## config.mk

```make
export PLATFORM = sky130hd
export DESIGN_NAME = eectl_top
export DESIGN_NICKNAME = d
export VERILOG_FILES = /design/src/rtl/eectl_pkg.sv /design/src/rtl/eectl_unlock.sv /design/src/rtl/eectl_ctrl.sv /design/src/rtl/eectl_dp.sv /design/src/rtl/eectl_top.sv
export SDC_FILE = /design/constraint.sdc
export NUM_CORES = 2
export LEC_CHECK = 0
export BUFFER_PORTS_ARGS = -buffer_cell sky130_fd_sc_hd__buf_2
export CAP_MARGIN = 20
export CELL_PAD_IN_SITES_DETAIL_PLACEMENT = 1
export CELL_PAD_IN_SITES_GLOBAL_PLACEMENT = 1
export CORE_ASPECT_RATIO = 1.25
export CORE_MARGIN = 10
export CORE_UTILIZATION = 56
export CTS_CLUSTER_SIZE = 40
export DETAILED_ROUTE_END_ITERATION = 7
export PLACE_DENSITY = 0.89
export REMOVE_ABC_BUFFERS = 1
export SYNTH_ARGS = -nofsm -noshare
export SYNTH_HDL_FRONTEND = slang
export SYNTH_SLANG_ARGS = --single-unit
```

## constraint.sdc

```tcl
create_clock -name clk -period 7.4 [get_ports clk]
set_clock_uncertainty 0.2 [all_clocks]
set_input_delay 0.74 -clock clk [delete_from_list [all_inputs] [get_ports clk]]
set_output_delay 0.74 -clock clk [all_outputs]
set_load 0.02 [all_outputs]
```

## src/rtl/eectl_pkg.sv

```systemverilog
package eectl_pkg;
  typedef enum logic [1:0] {
    SEL_ADDR = 2'd0,
    SEL_DATA = 2'd1,
    SEL_CTRL = 2'd2,
    SEL_KEY  = 2'd3
  } regSel_e;

  typedef enum logic [1:0] {
    K_IDLE  = 2'd0,
    K_HALF  = 2'd1,
    K_ARMED = 2'd2
  } keyState_e;

  localparam logic [7:0] KEY_FIRST  = 8'h55;
  localparam logic [7:0] KEY_SECOND = 8'hAA;

  localparam int BIT_RD    = 0;
  localparam int BIT_WR    = 1;
  localparam int BIT_ALLOW = 2;
  localparam int BIT_ERR   = 3;
  localparam int BIT_DONE  = 4;
  localparam int CTRL_BITS = 5;

  typedef struct packed {
    logic loadRead;
    logic startWrite;
    logic commitWrite;
  } strobe_t;
endpackage

```

## src/rtl/eectl_unlock.sv

```systemverilog
module eectl_unlock
  import eectl_pkg::*;
#(
  parameter int DATA_W = 8
) (
  input  logic              clk,
  input  logic              porN,
  input  logic              rstN,
  input  logic [1:0]        regSel,
  input  logic              wrStb,
  input  logic              rdStb,
  input  logic [DATA_W-1:0] wdata,
  output logic              armed
);
  keyState_e keyState;
  logic keyWr;
  logic [7:0] keyVal;

  assign keyWr  = wrStb && (regSel == SEL_KEY);
  assign keyVal = wdata[7:0];
  assign armed  = (keyState == K_ARMED);

  always_ff @(posedge clk or negedge porN) begin
    if (!porN) begin
      keyState <= K_IDLE;
    end else if (!rstN) begin
      keyState <= K_IDLE;
    end else if (keyWr) begin
      case (keyState)
        K_IDLE:  keyState <= (keyVal == KEY_FIRST)  ? K_HALF  : K_IDLE;
        K_HALF:  keyState <= (keyVal == KEY_SECOND) ? K_ARMED : K_IDLE;
        default: keyState <= K_IDLE;
      endcase
    end else if (wrStb || rdStb) begin
      keyState <= K_IDLE;
    end
  end
endmodule

```

## src/rtl/eectl_ctrl.sv

```systemverilog
module eectl_ctrl
  import eectl_pkg::*;
#(
  parameter int DATA_W    = 8,
  parameter int WR_CYCLES = 64,
  parameter int PU_CYCLES = 256
) (
  input  logic                 clk,
  input  logic                 porN,
  input  logic                 rstN,
  input  logic [1:0]           regSel,
  input  logic                 wrStb,
  input  logic [CTRL_BITS-1:0] ctrlIn,
  input  logic                 armed,
  output strobe_t              strb,
  output logic [DATA_W-1:0]    ctrlView,
  output logic                 doneIrq
);
  localparam int TW = $clog2(WR_CYCLES + 1);
  localparam int PW = $clog2(PU_CYCLES + 1);

  logic          rdGo, wrGo, wrAllow, wrErr, doneFlag;
  logic [TW-1:0] timer;
  logic [PW-1:0] puCnt;
  logic          puDone, ctrlWr;

  assign ctrlWr = wrStb && (regSel == SEL_CTRL);
  assign puDone = (puCnt == PW'(PU_CYCLES));

  assign strb.loadRead    = rdGo;
  assign strb.startWrite  = ctrlWr && ctrlIn[BIT_WR] && armed && wrAllow && !wrGo && puDone;
  assign strb.commitWrite = wrGo && (timer == '0);

  always_ff @(posedge clk or negedge porN) begin
    if (!porN) begin
      rdGo     <= 1'b0;
      wrGo     <= 1'b0;
      wrAllow  <= 1'b0;
      wrErr    <= 1'b0;
      doneFlag <= 1'b0;
      timer    <= '0;
      puCnt    <= '0;
    end else begin
      if (!puDone) puCnt <= puCnt + 1'b1;
      if (!rstN) begin
        wrErr <= wrErr | wrGo;
        wrGo  <= 1'b0;
        rdGo  <= 1'b0;
        timer <= '0;
      end else begin
        rdGo <= ctrlWr && ctrlIn[BIT_RD];
        if (ctrlWr) begin
          wrAllow <= ctrlIn[BIT_ALLOW];
          if (!ctrlIn[BIT_ERR])  wrErr    <= 1'b0;
          if (!ctrlIn[BIT_DONE]) doneFlag <= 1'b0;
        end
        if (strb.startWrite) begin
          wrGo  <= 1'b1;
          timer <= TW'(WR_CYCLES - 1);
        end else if (strb.commitWrite) begin
          wrGo     <= 1'b0;
          doneFlag <= 1'b1;
        end else if (wrGo) begin
          timer <= timer - 1'b1;
        end
      end
    end
  end

  assign ctrlView = DATA_W'({doneFlag, wrErr, wrAllow, wrGo, rdGo});
  assign doneIrq  = doneFlag;
endmodule

```

## src/rtl/eectl_dp.sv

```systemverilog
module eectl_dp
  import eectl_pkg::*;
#(
  parameter int ADDR_W = 8,
  parameter int DATA_W = 8
) (
  input  logic              clk,
  input  logic              porN,
  input  logic              rstN,
  input  logic [1:0]        regSel,
  input  logic              wrStb,
  input  logic [DATA_W-1:0] wdata,
  input  strobe_t           strb,
  input  logic [DATA_W-1:0] ctrlView,
  output logic [DATA_W-1:0] rdata
);
  localparam int DEPTH = 1 << ADDR_W;

  logic [DATA_W-1:0] mem [DEPTH];
  logic [ADDR_W-1:0] addrReg, wAddr;
  logic [DATA_W-1:0] dataReg, wData;

  always_ff @(posedge clk) begin
    if (strb.startWrite)       mem[addrReg] <= '1;
    else if (strb.commitWrite) mem[wAddr]   <= wData;
  end

  always_ff @(posedge clk or negedge porN) begin
    if (!porN) begin
      addrReg <= '0;
      dataReg <= '0;
      wAddr   <= '0;
      wData   <= '0;
    end else if (!rstN) begin
      addrReg <= '0;
      dataReg <= '0;
    end else begin
      if (wrStb && regSel == SEL_ADDR) addrReg <= wdata[ADDR_W-1:0];
      if (strb.loadRead)                    dataReg <= mem[addrReg];
      else if (wrStb && regSel == SEL_DATA) dataReg <= wdata;
      if (strb.startWrite) begin
        wAddr <= addrReg;
        wData <= dataReg;
      end
    end
  end

  always_comb begin
    case (regSel)
      SEL_ADDR: rdata = DATA_W'(addrReg);
      SEL_DATA: rdata = dataReg;
      SEL_CTRL: rdata = ctrlView;
      default:  rdata = '0;
    endcase
  end
endmodule

```

## src/rtl/eectl_top.sv

```systemverilog
module eectl_top
  import eectl_pkg::*;
#(
  parameter int ADDR_W    = 8,
  parameter int DATA_W    = 8,
  parameter int WR_CYCLES = 64,
  parameter int PU_CYCLES = 256
) (
  input  logic              clk,
  input  logic              porN,
  input  logic              rstN,
  input  logic [1:0]        regSel,
  input  logic              wrStb,
  input  logic              rdStb,
  input  logic [DATA_W-1:0] wdata,
  output logic [DATA_W-1:0] rdata,
  output logic              doneIrq
);
  strobe_t           strb;
  logic [DATA_W-1:0] ctrlView;
  logic              armed;

  eectl_unlock #(.DATA_W(DATA_W)) unlock_i (
    .clk(clk), .porN(porN), .rstN(rstN), .regSel(regSel),
    .wrStb(wrStb), .rdStb(rdStb), .wdata(wdata), .armed(armed)
  );

  eectl_ctrl #(.DATA_W(DATA_W), .WR_CYCLES(WR_CYCLES), .PU_CYCLES(PU_CYCLES)) ctrl_i (
    .clk(clk), .porN(porN), .rstN(rstN), .regSel(regSel), .wrStb(wrStb),
    .ctrlIn(wdata[CTRL_BITS-1:0]), .armed(armed), .strb(strb),
    .ctrlView(ctrlView), .doneIrq(doneIrq)
  );

  eectl_dp #(.ADDR_W(ADDR_W), .DATA_W(DATA_W)) dp_i (
    .clk(clk), .porN(porN), .rstN(rstN), .regSel(regSel), .wrStb(wrStb),
    .wdata(wdata), .strb(strb), .ctrlView(ctrlView), .rdata(rdata)
  );
endmodule

```

Yosys cells after proc, flatten, opt, wreduce, memory -nomap -nowiden --
Memories as Yosys holds them, arrays and structs flattened. Index checks and enable logic that the tools add are counted.
Cells by class: $add $sub $neg 2, equal/unequal tests 16, muxes and demuxes 35, bitwise logic cells 1, reduce and logical (&&, ||, !) cells 21
Operator list (count):
- two-way mux 8 bit | 7
- two-way mux 7 bit | 4
- case mux 8 bit (3 select lines) | 1
- two-way mux 1 bit | 18
- inequality test 3 x 1 -> 1 bit (second input constant) | 4
- logical AND 1 bit | 11
- adder 9 x 1 -> 9 bit (second input constant) | 1
- equality test 9 bit (second input constant) | 1
- equality test 8 x 7 -> 1 bit (second input constant) | 1
- equality test 8 bit (second input constant) | 1
- two-way mux 2 bit | 4
- AND reduction 2 bit | 4
- OR reduction 8 bit | 1
- logical NOT 7 bit | 1
- subtractor 7 x 1 -> 7 bit (second input constant) | 1
- equality test 2 bit (second input constant) | 3
- equality test 2 x 1 -> 1 bit (second input constant) | 2
- logical NOT 2 bit | 2
- inequality test 2 x 1 -> 1 bit (second input constant) | 2
- case mux 2 bit (2 select lines) | 1
- inequality test 3 x 2 -> 1 bit (second input constant) | 1
- inequality test 2 bit (second input constant) | 1
- logical NOT 1 bit | 1
- logical OR 1 bit | 1
- OR 1 bit | 1
Storage, ports and cells: register bits after elaboration 55, RAM bits 2048, word-level logic and storage cells 88, memories kept 1
Memory list:
- dp_i.mem | words 256, bits a word 8, read ports 1, clocked after Yosys merged registers in 0, wr ports 1, RTL line eectl_dp.sv:19 | logic [DATA_W-1:0] mem [DEPTH];

Longest topological paths before layout --
depth in word-level cells 11, depth in mapped cells 13

Modules after synthesis --
From an unflattened synthesis, not the netlist that was laid out.
Unflattened totals: cells, all modules 4380, area, all modules 83385.0 um^2
Modules (own cells, without submodules):
- eectl_dp | instances 1, cells an instance 4257, area each 82103.7 um^2, seq. area each 62299.8 um^2
- eectl_ctrl | instances 1, cells an instance 107, area each 1137.3 um^2, seq. area each 525.5 um^2
- eectl_unlock | instances 1, cells an instance 16, area each 143.9 um^2, seq. area each 50.0 um^2

Least setup slack after synthesis --
OpenSTA, ideal clock, no wires.
path kind reg2reg, start point reg ctrl_i.timer[0], end point mem dp_i.mem[0][0] (data pin), arrival 4586 ps, slack 1715 ps, cell stages (with the launch flop) 8, buffers on the path 3, period minus slack after synthesis 5685 ps, cells stage by stage dfrtp_1 > inv_1 > ha_1 > and4_1 > buf_2 > buf_2 > clkbuf_1 > nand2b_1
Between the ends: word-level cells in the longest chain between the ends 7
Ends and longest elaborated chain:
- start: declaration | RTL line eectl_ctrl.sv:23 | logic [TW-1:0] timer;
- start signal: assignment | RTL line eectl_ctrl.sv:59 | timer <= TW'(WR_CYCLES - 1);
- start signal: assignment | RTL line eectl_ctrl.sv:64 | timer <= timer - 1'b1;
- logical NOT 7 bit | RTL line eectl_ctrl.sv:32 | assign strb.commitWrite = wrGo && (timer == '0);
- logical AND 1 bit | RTL line eectl_ctrl.sv:32
- two-way mux 1 bit | RTL line eectl_dp.sv:25 | else if (strb.commitWrite) mem[wAddr] <= wData;
- two-way mux 1 bit | RTL line eectl_dp.sv:24 | if (strb.startWrite) mem[addrReg] <= '1;
- two-way mux 1 bit (implied by the code) | RTL line eectl_dp.sv:25
- OR reduction 8 bit (no line)
- two-way mux 8 bit (no line)
- end: declaration | RTL line eectl_dp.sv:19
No other way between the ends.

Worst setup path in the final report --
start point reg dp_i.addrReg[1], end point reg dp_i.dataReg[7]
Between the ends: word-level cells in the longest chain between the ends 3
Ends and longest elaborated chain:
- start: declaration | RTL line eectl_dp.sv:20 | logic [ADDR_W-1:0] addrReg, wAddr;
- start signal: assignment | RTL line eectl_dp.sv:38 | if (wrStb && regSel == SEL_ADDR) addrReg <= wdata[ADDR_W-1:0];
- memory (256 x 8 bit)
- two-way mux 8 bit | RTL line eectl_dp.sv:39 | if (strb.loadRead) dataReg <= mem[addrReg];
- two-way mux 8 bit | RTL line eectl_dp.sv:34 | end else if (!rstN) begin
- end signal: assignment | RTL line eectl_dp.sv:39
- end signal: assignment | RTL line eectl_dp.sv:40 | else if (wrStb && regSel == SEL_DATA) dataReg <= wdata;
- end: declaration | RTL line eectl_dp.sv:21 | logic [DATA_W-1:0] dataReg, wData;
No other way between the ends. A chain may end at the register's enable or synchronous reset.

==> reports/qor.csv <==
metric,value,unit
critPathLaunchType,flip-flop,
grt_pass1_vias,46400,
outcome,finished clean,
vias_per_cell,7.63,
p_per_area,262,mW/mm^2
synth_area,0.0826,sq mm
synthMuxAreaShare,0.156,
max_freq,181,MHz
finalCritPeriodShare,0.748,
wirelength,277000,microns
drive_gt1_frac,0.219,
fill_cells,11800,
critPathKind,reg -> reg,
synth_fa_ha_area_frac,0.000606,
drv_slew,0,
antenna_found_initial,30,
h-tree-depth,4,
cts_setup_buffers,0,
drcViolationCount,0,
worstSetupEndpointType,flip-flop,
clockBufferDepth,3,
grt_max_degree,157,
nets,4106,
core_area,0.147,sq mm
hold_path.class,in -> reg,
relSlewSlack,0.101,
synth_seq_area_share,0.761,
synth-edff-count,2048,
peakVddDrop,0.000239,V
rsz0062_at_grt,false,
cts_root_buf,clkbuf_16,
area_delta_synth_final,10.3,%
gp_congestion,0.895,
tns,0,ns
setup_viol,0,
leakagePower,30.4,nW
synth_compound_area_frac,0.0296,
clock_latency,0.90,ns
synth_commonest_cells,"edfxtp_1 (2,048), mux4_2 (467), nor2_1 (291)",
grt_pass1_wl,362000,microns
yosysTopAreaCell,edfxtp_1,
avgSynthCellArea,20.6,sq um
vias,47200,
synth_cell_type_count,59,
io_pins,24,
drt_first_pass_iters,6,
ys_seq_elements,2103,
synth_cells,4020,
synth.most_common_cell,edfxtp_1,
async_flop_share,0.0262,
synth_top_family_by_area,multiplexers,
num_rows,157,
numPortBuffers,23,
cp_max_fo,131,
worst_pin_slew,1.34,ns
cts_tree,done,
min_period,5.53,ns
grt_usage,0.311,
initial_utilization,0.564,
synth.area.top_cells,"edfxtp_1 (74%), mux4_2 (13%), mux2i_1 (2.5%)",
wl_per_cell,44.8,microns
holdWs,0.110,ns
hold_violations,0,
ys.flop_type,edfxtp_1,
yosysWarnings,0,
synth_top_area_share,0.744,
dp_hpwl,141000,microns
maxCapViolCount,0,
cp_data_arrival_time,6.08,ns
synth_simple_gate_area_frac,0.0342,
synth_xor_area_frac,0.000848,
cts_resized,0,
dp_slack,2.51,ns
drt_iter0_drc,8812,
cts-buffers-inserted,187,
die_height,449,microns
drtAntennaViolNets,0,
dieArea,0.163,sq mm
clk_pin_slew,0.09,ns
critPathRequiredTime,7.95,ns
cts.sinks,2103,
fin_ws,1.87,ns
die_w,364,microns
grt_overflow,0,
==> final cells by class <==
class / instances / area (sq um) / area share
timing repair buffer: 116 / 1130 / 0.0124
clock buffer: 233 / 4930 / 0.0540
antenna: 22 / 55.1 / 0.000604
tap: 1908 / 2390 / 0.0262
inverter: 9 / 33.8 / 0.000371
multi-input combinational: 1670 / 18400 / 0.202
clock inverter: 121 / 1360 / 0.0149
sequential: 2103 / 62900 / 0.690
==> state kept, by name, summed over array words and instances, names as in the netlist, 2 cells and up <==
register,count
dp_i.wAddr,8
ctrl_i.puCnt,9
ctrl_i.timer,7
dp_i.addrReg,8
unlock_i.keyState,2
dp_i.dataReg,8
dp_i.wData,8
dp_i.mem,2048
==> per-layer routing <==
| metal | vias up | global-route usage | routed length (microns) |
|---|---|---|---|
| met5 | - | 0.00267 | 195 |
| met3 | 1385 | 0.0931 | 37700 |
| met1 | 23900 | 0.377 | 85600 |
| met2 | 5137 | 0.486 | 129000 |
| li1 | 16700 | - | - |
| met4 | 22 | 0.203 | 24600 |
==> per-stage QoR <==
stage | instances | utilization | area [sq um] | total power [W]
2_1_floorplan | 3782 | - | 81200 | 0.0135
3_3_place_gp | 5782 | 0.576 | 84400 | 0.0135
3_5_place_dp | 5786 | 0.576 | 84500 | 0.0135
5_1_grt | 6164 | 0.622 | 91100 | 0.0242
4_1_cts | 6142 | 0.619 | 90800 | 0.0235
6_report | 6182 | 0.622 | 91200 | 0.0239
==> worst max-delay path, cell delays in order (launching register included) <==
cell and delay, ns:
dfrtp_4 0.85, buf_12 0.61, buf_4 0.85, mux4_2 0.42, mux2i_1 0.16, a22oi_1 0.34, a21oi_1 0.15, a2111oi_0 0.88
nand3_1 0.26, o32ai_1 0.38
==> power by group <==
part	switching, W	leakage [nW]	internal (W)
clock network	0.00490	3.06	0.00565
registers	0.0000261	22.5	0.0129
logic	0.000304	4.89	0.000133
==> worst paths after layout <==
check	cells after the start	endpoint	from	slack [ns]
max	9	dp_i.dataReg[7]	dp_i.addrReg[1]	1.87
min	2	ctrl_i.wrAllow	wdata[2]	0.11
max reg2reg	9	dp_i.dataReg[7]	dp_i.addrReg[1]	1.87
min reg2reg	1	ctrl_i.puCnt[5]	ctrl_i.puCnt[5]	0.32
max in group asynchronous	3	dp_i.addrReg[3]	porN	5.66
min in group asynchronous	3	ctrl_i.timer[5]	porN	0.46
==> logic make-up after synthesis <==
| kind of cell | count (synthesis) |
|---|---|
| AO/OA/AOI/OAI | 354 |
| buffers and inverters | 247 |
| adder cells (fa/ha/maj) | 4 |
| XOR/XNOR | 8 |
| multiplexers | 699 |
| AND/OR/NAND/NOR | 605 |
| flip-flops | 2103 |
==> layout by cell type (no fill, tap or decap), types with 39 or more instances in the layout <==
master	instances
nand2b_1	39
dfrtp_1	50
mux4_2	467
clkbuf_16	190
a21oi_1	68
o21ai_0	43
mux2i_1	209
nor2_1	289
edfxtp_1	2048
nand3_1	54
a22oi_1	93
buf_4	62
nand2_1	79
clkbuf_1	42
==> repair_timing <==
item,CTS,global route
hold buffers,2,0
endpoints found under the hold margin,56,0
endpoints found under the setup margin,0,0
No activity file was read; power rests on OpenSTA's default activity.
